[config.mk]
export PLATFORM = sky130hd
export DESIGN_NAME = instr_addr_seq
export DESIGN_NICKNAME = d
export VERILOG_FILES = /design/src/rtl/iaseq_pkg.sv /design/src/rtl/iaseq_decode.sv /design/src/rtl/iaseq_next.sv /design/src/rtl/instr_addr_seq.sv
export SDC_FILE = /design/constraint.sdc
export NUM_CORES = 1
export LEC_CHECK = 0
export BUFFER_PORTS_ARGS = -buffer_cell sky130_fd_sc_hd__buf_2
export CAP_MARGIN = 20
export CORE_MARGIN = 2
export CORE_UTILIZATION = 30
export DETAILED_ROUTE_END_ITERATION = 6
export GPL_ROUTABILITY_DRIVEN = 0
export SLEW_MARGIN = 5
export SYNTH_ARGS = -nofsm -noshare
export SYNTH_HDL_FRONTEND = slang
export SYNTH_HIERARCHICAL = 1
export SYNTH_SLANG_ARGS = --single-unit
[constraint.sdc]
create_clock -name clk -period 2.5 [get_ports clk]
set_input_delay 0.25 -clock clk [delete_from_list [all_inputs] [get_ports clk]]
set_output_delay 0.25 -clock clk [all_outputs]
set_load 0.02 [all_outputs]
[src/rtl/iaseq_pkg.sv]
package iaseq_pkg;
  localparam int WORD_W  = 26;
  localparam int INSTR_W = 13;
  localparam int OP_W    = 4;
  localparam int LOC_W   = 8;
  localparam int ERR_BIT = 15;
  localparam logic [LOC_W-1:0] LOC_TOP = {LOC_W{1'b1}};

  localparam logic [OP_W-1:0] OP_RELOAD = 4'h0;
  localparam logic [OP_W-1:0] OP_TNZ    = 4'h4;
  localparam logic [OP_W-1:0] OP_TRA    = 4'h8;
  localparam logic [OP_W-1:0] OP_TMI    = 4'hC;
  localparam logic [OP_W-1:0] OP_DENV   = 4'hE;

  typedef enum logic [2:0] {
    K_SEQ, K_TRA, K_TNZ, K_TMI, K_LOAD, K_DENV
  } op_kind_t;

  typedef struct packed {
    logic             idup;
    logic [3:0]       dsec;
    logic [2:0]       dmod;
    logic             ddup;
    logic [LOC_W-1:0] loc;
    logic             syl;
    logic [3:0]       isec;
    logic [2:0]       imod;
  } addr_fields_t;

  function automatic addr_fields_t unpack_word(input logic [WORD_W-1:0] w);
    addr_fields_t f;
    f.imod = {w[1:0], w[25]};
    f.isec = w[5:2];
    f.syl  = w[6];
    f.loc  = w[14:7];
    f.ddup = w[16];
    f.dmod = w[19:17];
    f.dsec = w[23:20];
    f.idup = w[24];
    return f;
  endfunction

  function automatic logic [WORD_W-1:0] pack_word(input addr_fields_t f);
    logic [WORD_W-1:0] w;
    w        = '0;
    w[25]    = f.imod[0];
    w[1:0]   = f.imod[2:1];
    w[5:2]   = f.isec;
    w[6]     = f.syl;
    w[14:7]  = f.loc;
    w[16]    = f.ddup;
    w[19:17] = f.dmod;
    w[23:20] = f.dsec;
    w[24]    = f.idup;
    return w;
  endfunction

  function automatic logic [LOC_W-1:0] loc_advance(input logic [LOC_W-1:0] l);
    return (l == LOC_TOP) ? l : l + 1'b1;
  endfunction
endpackage

[src/rtl/iaseq_decode.sv]
module iaseq_decode
  import iaseq_pkg::*;
(
  input  logic [INSTR_W-1:0] instr,
  output op_kind_t           kind,
  output logic [LOC_W-1:0]   operand,
  output logic               residual
);
  logic [OP_W-1:0] opcode;

  assign opcode   = instr[OP_W-1:0];
  assign residual = instr[OP_W];
  assign operand  = instr[INSTR_W-1:OP_W+1];

  always_comb begin
    case (opcode)
      OP_RELOAD: kind = K_LOAD;
      OP_TRA:    kind = K_TRA;
      OP_TNZ:    kind = K_TNZ;
      OP_TMI:    kind = K_TMI;
      OP_DENV:   kind = (!operand[LOC_W-1] && !residual) ? K_DENV : K_SEQ;
      default:   kind = K_SEQ;
    endcase
  end
endmodule

[src/rtl/iaseq_next.sv]
module iaseq_next
  import iaseq_pkg::*;
(
  input  logic [WORD_W-1:0] cur_word,
  input  op_kind_t          kind,
  input  logic [LOC_W-1:0]  operand,
  input  logic              residual,
  input  logic [WORD_W-1:0] acc,
  input  logic [WORD_W-1:0] mem_word,
  output logic [WORD_W-1:0] next_word,
  output logic              branch_taken,
  output logic              reload_ok,
  output logic              reload_bad
);
  logic acc_nonzero;
  logic acc_negative;
  addr_fields_t f;

  assign acc_nonzero  = |acc;
  assign acc_negative = acc[WORD_W-1];

  always_comb begin
    case (kind)
      K_TRA:   branch_taken = 1'b1;
      K_TNZ:   branch_taken = acc_nonzero;
      K_TMI:   branch_taken = acc_negative;
      default: branch_taken = 1'b0;
    endcase
  end

  assign reload_ok  = (kind == K_LOAD) && !mem_word[ERR_BIT];
  assign reload_bad = (kind == K_LOAD) &&  mem_word[ERR_BIT];

  always_comb begin
    f = unpack_word(cur_word);
    if (branch_taken) begin
      f.loc = operand;
      f.syl = residual;
    end else begin
      f.loc = loc_advance(f.loc);
    end
    if (kind == K_DENV) begin
      f.dmod = operand[3:1];
      f.dsec = operand[7:4];
      f.ddup = operand[0];
    end
    next_word = (kind == K_LOAD) ? mem_word : pack_word(f);
  end
endmodule

[src/rtl/instr_addr_seq.sv]
module instr_addr_seq
  import iaseq_pkg::*;
#(
  parameter logic [WORD_W-1:0] START_WORD = 26'd0
) (
  input  logic               clk,
  input  logic               rst,
  input  logic               step,
  input  logic [INSTR_W-1:0] instr,
  input  logic [WORD_W-1:0]  acc,
  input  logic [WORD_W-1:0]  mem_word,
  output logic [WORD_W-1:0]  addr_word,
  output logic [2:0]         fetch_imod,
  output logic [3:0]         fetch_isec,
  output logic               fetch_syl,
  output logic [LOC_W-1:0]   fetch_loc,
  output logic [2:0]         data_mod,
  output logic [3:0]         data_sec,
  output logic               data_dup,
  output logic               instr_dup,
  output logic               intr_inhibit,
  output logic               fmt_err,
  output logic [WORD_W-1:0]  return_word
);
  op_kind_t          kind;
  logic [LOC_W-1:0]  operand;
  logic              residual;
  logic [WORD_W-1:0] next_word;
  logic              branch_taken;
  logic              reload_ok;
  logic              reload_bad;
  logic [WORD_W-1:0] addr_q;
  logic              inh_q;
  logic              err_q;
  addr_fields_t      cur_f;
  addr_fields_t      ret_f;

  // named step events
  logic ev_flow_break;
  logic ev_reject;
  logic ev_update;

  iaseq_decode u_decode (
    .instr    (instr),
    .kind     (kind),
    .operand  (operand),
    .residual (residual)
  );

  iaseq_next u_next (
    .cur_word     (addr_q),
    .kind         (kind),
    .operand      (operand),
    .residual     (residual),
    .acc          (acc),
    .mem_word     (mem_word),
    .next_word    (next_word),
    .branch_taken (branch_taken),
    .reload_ok    (reload_ok),
    .reload_bad   (reload_bad)
  );

  assign ev_flow_break = step && (branch_taken || reload_ok);
  assign ev_reject     = step && reload_bad;
  assign ev_update     = step && !reload_bad;

  always_ff @(posedge clk) begin
    if (rst) begin
      addr_q <= START_WORD;
      inh_q  <= 1'b0;
      err_q  <= 1'b0;
    end else begin
      inh_q <= ev_flow_break;
      err_q <= ev_reject;
      if (ev_update) addr_q <= next_word;
    end
  end

  always_comb begin
    cur_f     = unpack_word(addr_q);
    ret_f     = cur_f;
    ret_f.loc = loc_advance(cur_f.loc);
  end

  assign addr_word    = addr_q;
  assign fetch_imod   = cur_f.imod;
  assign fetch_isec   = cur_f.isec;
  assign fetch_syl    = cur_f.syl;
  assign fetch_loc    = cur_f.loc;
  assign data_mod     = cur_f.dmod;
  assign data_sec     = cur_f.dsec;
  assign data_dup     = cur_f.ddup;
  assign instr_dup    = cur_f.idup;
  assign intr_inhibit = inh_q;
  assign fmt_err      = err_q;
  assign return_word  = pack_word(ret_f);
endmodule

==> results.tsv, run 1 <==
metric	value	unit
status	completed	
first-pass GRT wire length	11.22	mm
setup TNS	0	ns
power per cell area	391.4	nW/um2
Synth Net Count	418	
asr flop ratio synth	0	%
required time of the critical path	2.25	ns
final cell count without fillers	545	
row cnt	32	
CTS clk-pin slew, worst paths	0.10	ns
Main synth FF type	dfxtp_1	
hpwl dp	5.642	mm
Max-cap violations	0	
via/cell ratio	4.809	
CTS tree	built	
Ys Warns	6	
final setup vio count	0	
final instance area	3014	um2
fin crit share	89.98	%
Post-synth EDFFs	0	
post-layout min period	2.250	ns
dpl cell area	2943	um2
Syn Area/Cell	7.036	um2
CTS root buf	clkbuf_8	
Critical R2R Capture	addr_word[13]	
final hold vios	0	
Placed Cells	541	
critical setup path kind	flip-flop to primary output	
flop2flop setup slack	0.43	ns
Max Buffers Root-to-Sink	2	
# IOs	147	
worst r2r path cells	8	
post-synth cell types	52	
Sequential Power Share	41.4	%
internal power	0.0008117	W
crit start category	flip-flop	
core area	7807	um2
WP data arrival	2.00	ns
GR Overflow Total	0	
hold buffer count at CTS	0	
drt first-iter violations	113	
Mapped Area	2449	um2
Highest Clock Rate	444.5	MHz
type of the worst min-delay path	input pin to flip-flop	
WHS Path Cells	2	
Inserted Clock Buffers	3	
die area	8901	um2
Fill cells	838	
worst vdd ir	0.2216	mV
Leak	1.499	nW
Seq/Total Area, Yosys	22.89	%
Initial Util	31.36	%
Routed WL	7.067	mm
P_sw	0.0003682	W
WL per Instance	12.97	um
layout cell share with drive strength beyond 1	41.08	%
initial antenna violation count	0	
Sink Count	28	
IO Port Bufs	145	
Post-route DRC	0	
final slew viol count	0	
Final Skew	0.004856	ns
relative slew slack	64.30	%
HP Start	step	
r2r startpoint	addr_word[8]	
Tot GR Track Use	15.73	%
Power Total	0.001180	W
vias in the first global route	2395	
top cell type's share of synthesized area	22.89	%
Worst setup EP type	primary output	
RSZ-0062 raised after global routing	false	
Clock Power Share	30.6	%
Slew @ Worst Pin	0.5354	ns
cells after synthesis	348	
post-CTS setup buffers	0	
CP peak stage delay	0.44	ns
post-CTS sizing	0	
area delta synth->final	23.10	%
H-tree depth	1	
worst skew pair latency	0.28	ns
die width	94.35	um
ANT nets after route	0	
Worst path slowest cell	dfxtp_1	
post-layout net count	514	
largest net degree at the start of global routing	29	
CP Max Fanout	8	
Sw Ratio	31.21	%
Hold Path Sink	intr_inhibit	
combinational power share	28.0	%
area leader, netlist	dfxtp_1	
Seq cells post-synth	28	
ANT cells	0	
Vias	2621	
DRT Pass-1 Iters	4	
Die Height	94.35	um
largest cells by area after synthesis	dfxtp_1 (23%), buf_4 (16%), nand2_1 (14%)	
crit path cell chain	buf_4 > ha_1 > and3_2 > and2_4 > mux2_1 > buf_2	
metal layers:
layer  wire length, um  GRT usage (%)  up-vias
met2              3366          26.73       93
met4               151          5.918        0
met5                 0              0        -
li1                  -              -     1330
met1              3175          20.71     1187
met3               373          1.437       11
synthesized netlist by cell type, types with 3 or more instances:
| library cell | instances |
|---|---|
| a21oi_1 | 34 |
| a31oi_1 | 4 |
| and2_1 | 3 |
| and4_1 | 3 |
| buf_2 | 7 |
| buf_4 | 53 |
| clkbuf_1 | 7 |
| dfxtp_1 | 28 |
| inv_1 | 3 |
| mux2i_1 | 10 |
| nand2_1 | 93 |
| nand2b_1 | 5 |
| nand3_1 | 8 |
| nand4_1 | 6 |
| nor2_1 | 11 |
| nor2b_1 | 5 |
| nor3_1 | 4 |
| nor4_2 | 4 |
| o211ai_1 | 3 |
| o21ai_0 | 17 |
layout make-up:
type | instances | area, um2 | area share (%)
timing repair buffer | 158 | 823.3 | 27.31
clock buffer | 3 | 41.29 | 1.370
multi-input combinational | 250 | 1420 | 47.11
inverter | 3 | 11.26 | 0.3736
tap | 102 | 127.6 | 4.234
sequential | 28 | 560.5 | 18.60
clock inverter | 1 | 30.03 | 0.9963
power groups by stage:
stage               clock [W]  sequential (W)  combinational, W
finish               0.000362        0.000488          0.000330
global route         0.000387        0.000493          0.000364
detailed placement          0        0.000500          0.000330
floorplan                   0        0.000514          0.000204
global placement            0        0.000499          0.000328
CTS                  0.000371        0.000489          0.000332
critical path: cells and delay by family (launching register included):
family | cells | cell delay (ns)
buffers and inverters | 2 | 0.36
flip-flops | 1 | 0.44
multiplexers | 1 | 0.31
adder cells (fa/ha/maj) | 1 | 0.23
AND/OR/NAND/NOR | 2 | 0.39
cell usage in the layout, fill, tap and decap left out, types with 5 or more instances in the layout:
master	count
buf_2	145
nand2_1	93
a21oi_1	34
dfxtp_1	28
o21ai_0	17
buf_4	13
nor2_1	11
mux2i_1	10
nand3_1	8
nand4_1	6
nand2b_1	5
cell families after synthesis:
family                     count (synthesis)  synth area share (%)
AOI/OAI and AO/OA                         71                 17.22
other                                      1                0.1531
and+or+nand+nor                          161                 33.16
muxes                                     13                 5.621
xor gates and xnor gates                   2                0.7155
adders and majority gates                  2                 1.022
buffers and inverters                     70                 19.21
DFF                                       28                 22.89
state kept, by name, summed over array words and instances (netlist names):
| signal | count |
|---|---|
| addr_word | 26 |
| fmt_err | 1 |
| intr_inhibit | 1 |
worst max-delay path by stage:
stage / cells after the start / to / startpoint
5_1_grt: 6 / return_word[8] / addr_word[7]
2_1_floorplan: 10 / addr_word[9] / instr[12]
6_report: 6 / return_word[8] / addr_word[7]
3_5_place_dp: 9 / addr_word[12] / instr[12]
3_3_place_gp: 10 / addr_word[10] / instr[12]
4_1_cts: 6 / return_word[8] / addr_word[7]
stage by stage:
stage | util [%] | hold slack (ns) | setup WS, ns
3_3_place_gp | 37.69 | 0.4448 | 0.3288
5_1_grt | 38.61 | 0.2540 | 0.1190
2_1_floorplan | - | 0.4140 | 0.0003766
4_1_cts | 38.61 | 0.2423 | 0.2212
6_report | 38.61 | 0.2514 | 0.2504
3_5_place_dp | 37.69 | 0.4484 | 0.2740
(Power assumes the default switching activity.)
==> run 2, diff against run 1 <==
--- a/config.mk
+++ b/config.mk
@@ -7,7 +7,8 @@
 export LEC_CHECK = 0
 export BUFFER_PORTS_ARGS = -buffer_cell sky130_fd_sc_hd__buf_2
 export CAP_MARGIN = 20
-export CORE_MARGIN = 2
+export CORE_ASPECT_RATIO = 0.5
+export CORE_MARGIN = 1
 export CORE_UTILIZATION = 30
 export DETAILED_ROUTE_END_ITERATION = 6
 export GPL_ROUTABILITY_DRIVEN = 0
==> constraint.sdc (replaced) <==
create_clock -name clk -period 2.05 [get_ports clk]
set_input_delay 0.205 -clock clk [delete_from_list [all_inputs] [get_ports clk]]
set_output_delay 0.205 -clock clk [all_outputs]
set_load 0.02 [all_outputs]
==> results.tsv, run 2 (synthesized netlist as in run 1, its figures left out) <==
metric	value	unit	change
hold slack	0.2584	ns	+0.006982 ns
vias in the first global route	2236		-6.6%
layout cell share with drive strength beyond 1	45.02	%	+3.9 points
Worst setup EP type	primary output		
r2r startpoint	addr_word[9]		
Crit. Startpoint	addr_word[8]		
post-layout net count	533		+3.7%
DRT Pass-1 Iters	4		unchanged
Max Buffers Root-to-Sink	2		unchanged
Die Height	65.89	um	-30%
ANT cells	0		unchanged
Tot GR Track Use	16.48	%	+0.74 points
drt first-iter violations	123		+8.8%
Fill cells	807		-3.7%
ANT nets after route	0		unchanged
final worst slack	0.09627	ns	-0.1542 ns
die area	8550	um2	-3.9%
Leak	1.629	nW	+8.7%
area delta synth->final	33.32	%	
CTS clk-pin slew, worst paths	0.07	ns	-0.03 ns
Highest Clock Rate	511.8	MHz	
type of the worst min-delay path	input pin to flip-flop		
# IOs	147		unchanged
Sink Count	28		unchanged
CP Max Fanout	8		unchanged
most frequent cells in the layout	buf_2 (145), nand2_1 (93), a21oi_1 (34)		
hpwl dp	5.619	mm	-0.42%
setup TNS	0	ns	unchanged
IO Port Bufs	145		unchanged
final slew viol count	0		unchanged
Placed Cells	565		+4.4%
worst vdd ir	0.3222	mV	+45%
CP peak stage delay	0.40	ns	-0.04 ns
row cnt	22		-31%
Slew @ Worst Pin	0.5086	ns	-0.02680 ns
post-layout min period	1.954	ns	
hold buffer count at CTS	0		unchanged
largest net degree at the start of global routing	29		unchanged
worst skew pair latency	0.26	ns	-0.02 ns
power per cell area	495.3	nW/um2	+27%
CTS root buf	clkbuf_16		
final cell count without fillers	570		+4.6%
crit start category	flip-flop		
Inserted Clock Buffers	3		unchanged
WL per Instance	12.73	um	-1.9%
first-pass GRT wire length	11.10	mm	-1.1%
critical setup path kind	flip-flop to primary output		
worst r2r path cells	7		-1
relative slew slack	66.09	%	+1.8 points
fin crit share	95.30	%	
required time of the critical path	1.85	ns	-0.40 ns
WP data arrival	1.75	ns	-0.25 ns
RSZ-0062 raised after global routing	false		
WHS Path Cells	4		+2
Post-route DRC	0		unchanged
Routed WL	7.254	mm	+2.6%
Worst path slowest cell	dfxtp_4		
Initial Util	32.23	%	+0.87 points
core area	7597	um2	-2.7%
crit path cell chain	ha_2 > and3_2 > and2_4 > mux2_1 > buf_2		
final hold vios	0		unchanged
GR Overflow Total	0		unchanged
initial antenna violation count	0		unchanged
Final Skew	0.001653	ns	-0.003203 ns
die width	129.8	um	+38%
via/cell ratio	4.658		-3.1%
CTS tree	built		
Largest register FFs	26		unchanged
post-CTS setup buffers	0		unchanged
leading cell type in the layout, fill and taps excluded	buf_2		
flop2flop setup slack	0.31	ns	-0.12 ns
H-tree depth	1		unchanged
status	completed		
Max-cap violations	0		unchanged
Vias	2655		+1.3%
Place WS	-0.4306	ns	-0.7046 ns
HP Start	mem_word[15]		
post-layout util	42.97	%	+4.4 points
final setup vio count	0		unchanged
## run 2: path summary, 6_finish.rpt
path                                        to
worst max-delay path            return_word[8]
worst min-delay path              intr_inhibit
worst max register to register   addr_word[14]
worst min register to register   addr_word[15]
## run 2: layout make-up
cell class	count	area [um2]	area share (%)
clock buffers	3	75.07	2.300
clock inverters	1	30.03	0.9199
inverters	3	11.26	0.3450
multi-input cells	251	1474	45.15
flip-flops and latches	28	568.0	17.40
well taps	108	135.1	4.140
repair buffers	176	970.9	29.74
## run 2: critical path: cells and delay by family (launching register included)
family	cells	cell delay [ns]
fa+ha+maj	1	0.23
buf+inv	1	0.16
mux	1	0.32
simple gates	2	0.38
flops	1	0.40
## run 2: what timing repair did
| action | in CTS | in global routing |
|---|---|---|
| gates resized for setup | 3 | 6 |
| gates cloned | 0 | 1 |
| setup endpoints to repair | 27 | 3 |
| endpoints found under the hold margin | 0 | 0 |
## run 2: metrics by stage
step,area (um2),power [W]
after floorplan,2472,0.0008797
after global placement,3122,0.001043
after detailed placement,3122,0.001045
after CTS,3234,0.001628
after global routing,3264,0.001711
final,3264,0.001617
## run 2: report_power, final
part	leakage [nW]	internal, W	total [W]	switching [W]
combinational	1.35	0.000196	0.000452	0.000256
sequential	0.228	0.000561	0.000587	0.0000261
clock	0.0511	0.000389	0.000577	0.000188
## run 2: metal layers
| layer | GRT usage, % | vias to the layer above | wire, um |
|---|---|---|---|
| met5 | 0 | - | 0 |
| met4 | 3.924 | 0 | 56 |
| met2 | 27.14 | 78 | 3316 |
| met3 | 2.265 | 7 | 281 |
| met1 | 22.68 | 1200 | 3600 |
| li1 | - | 1370 | - |
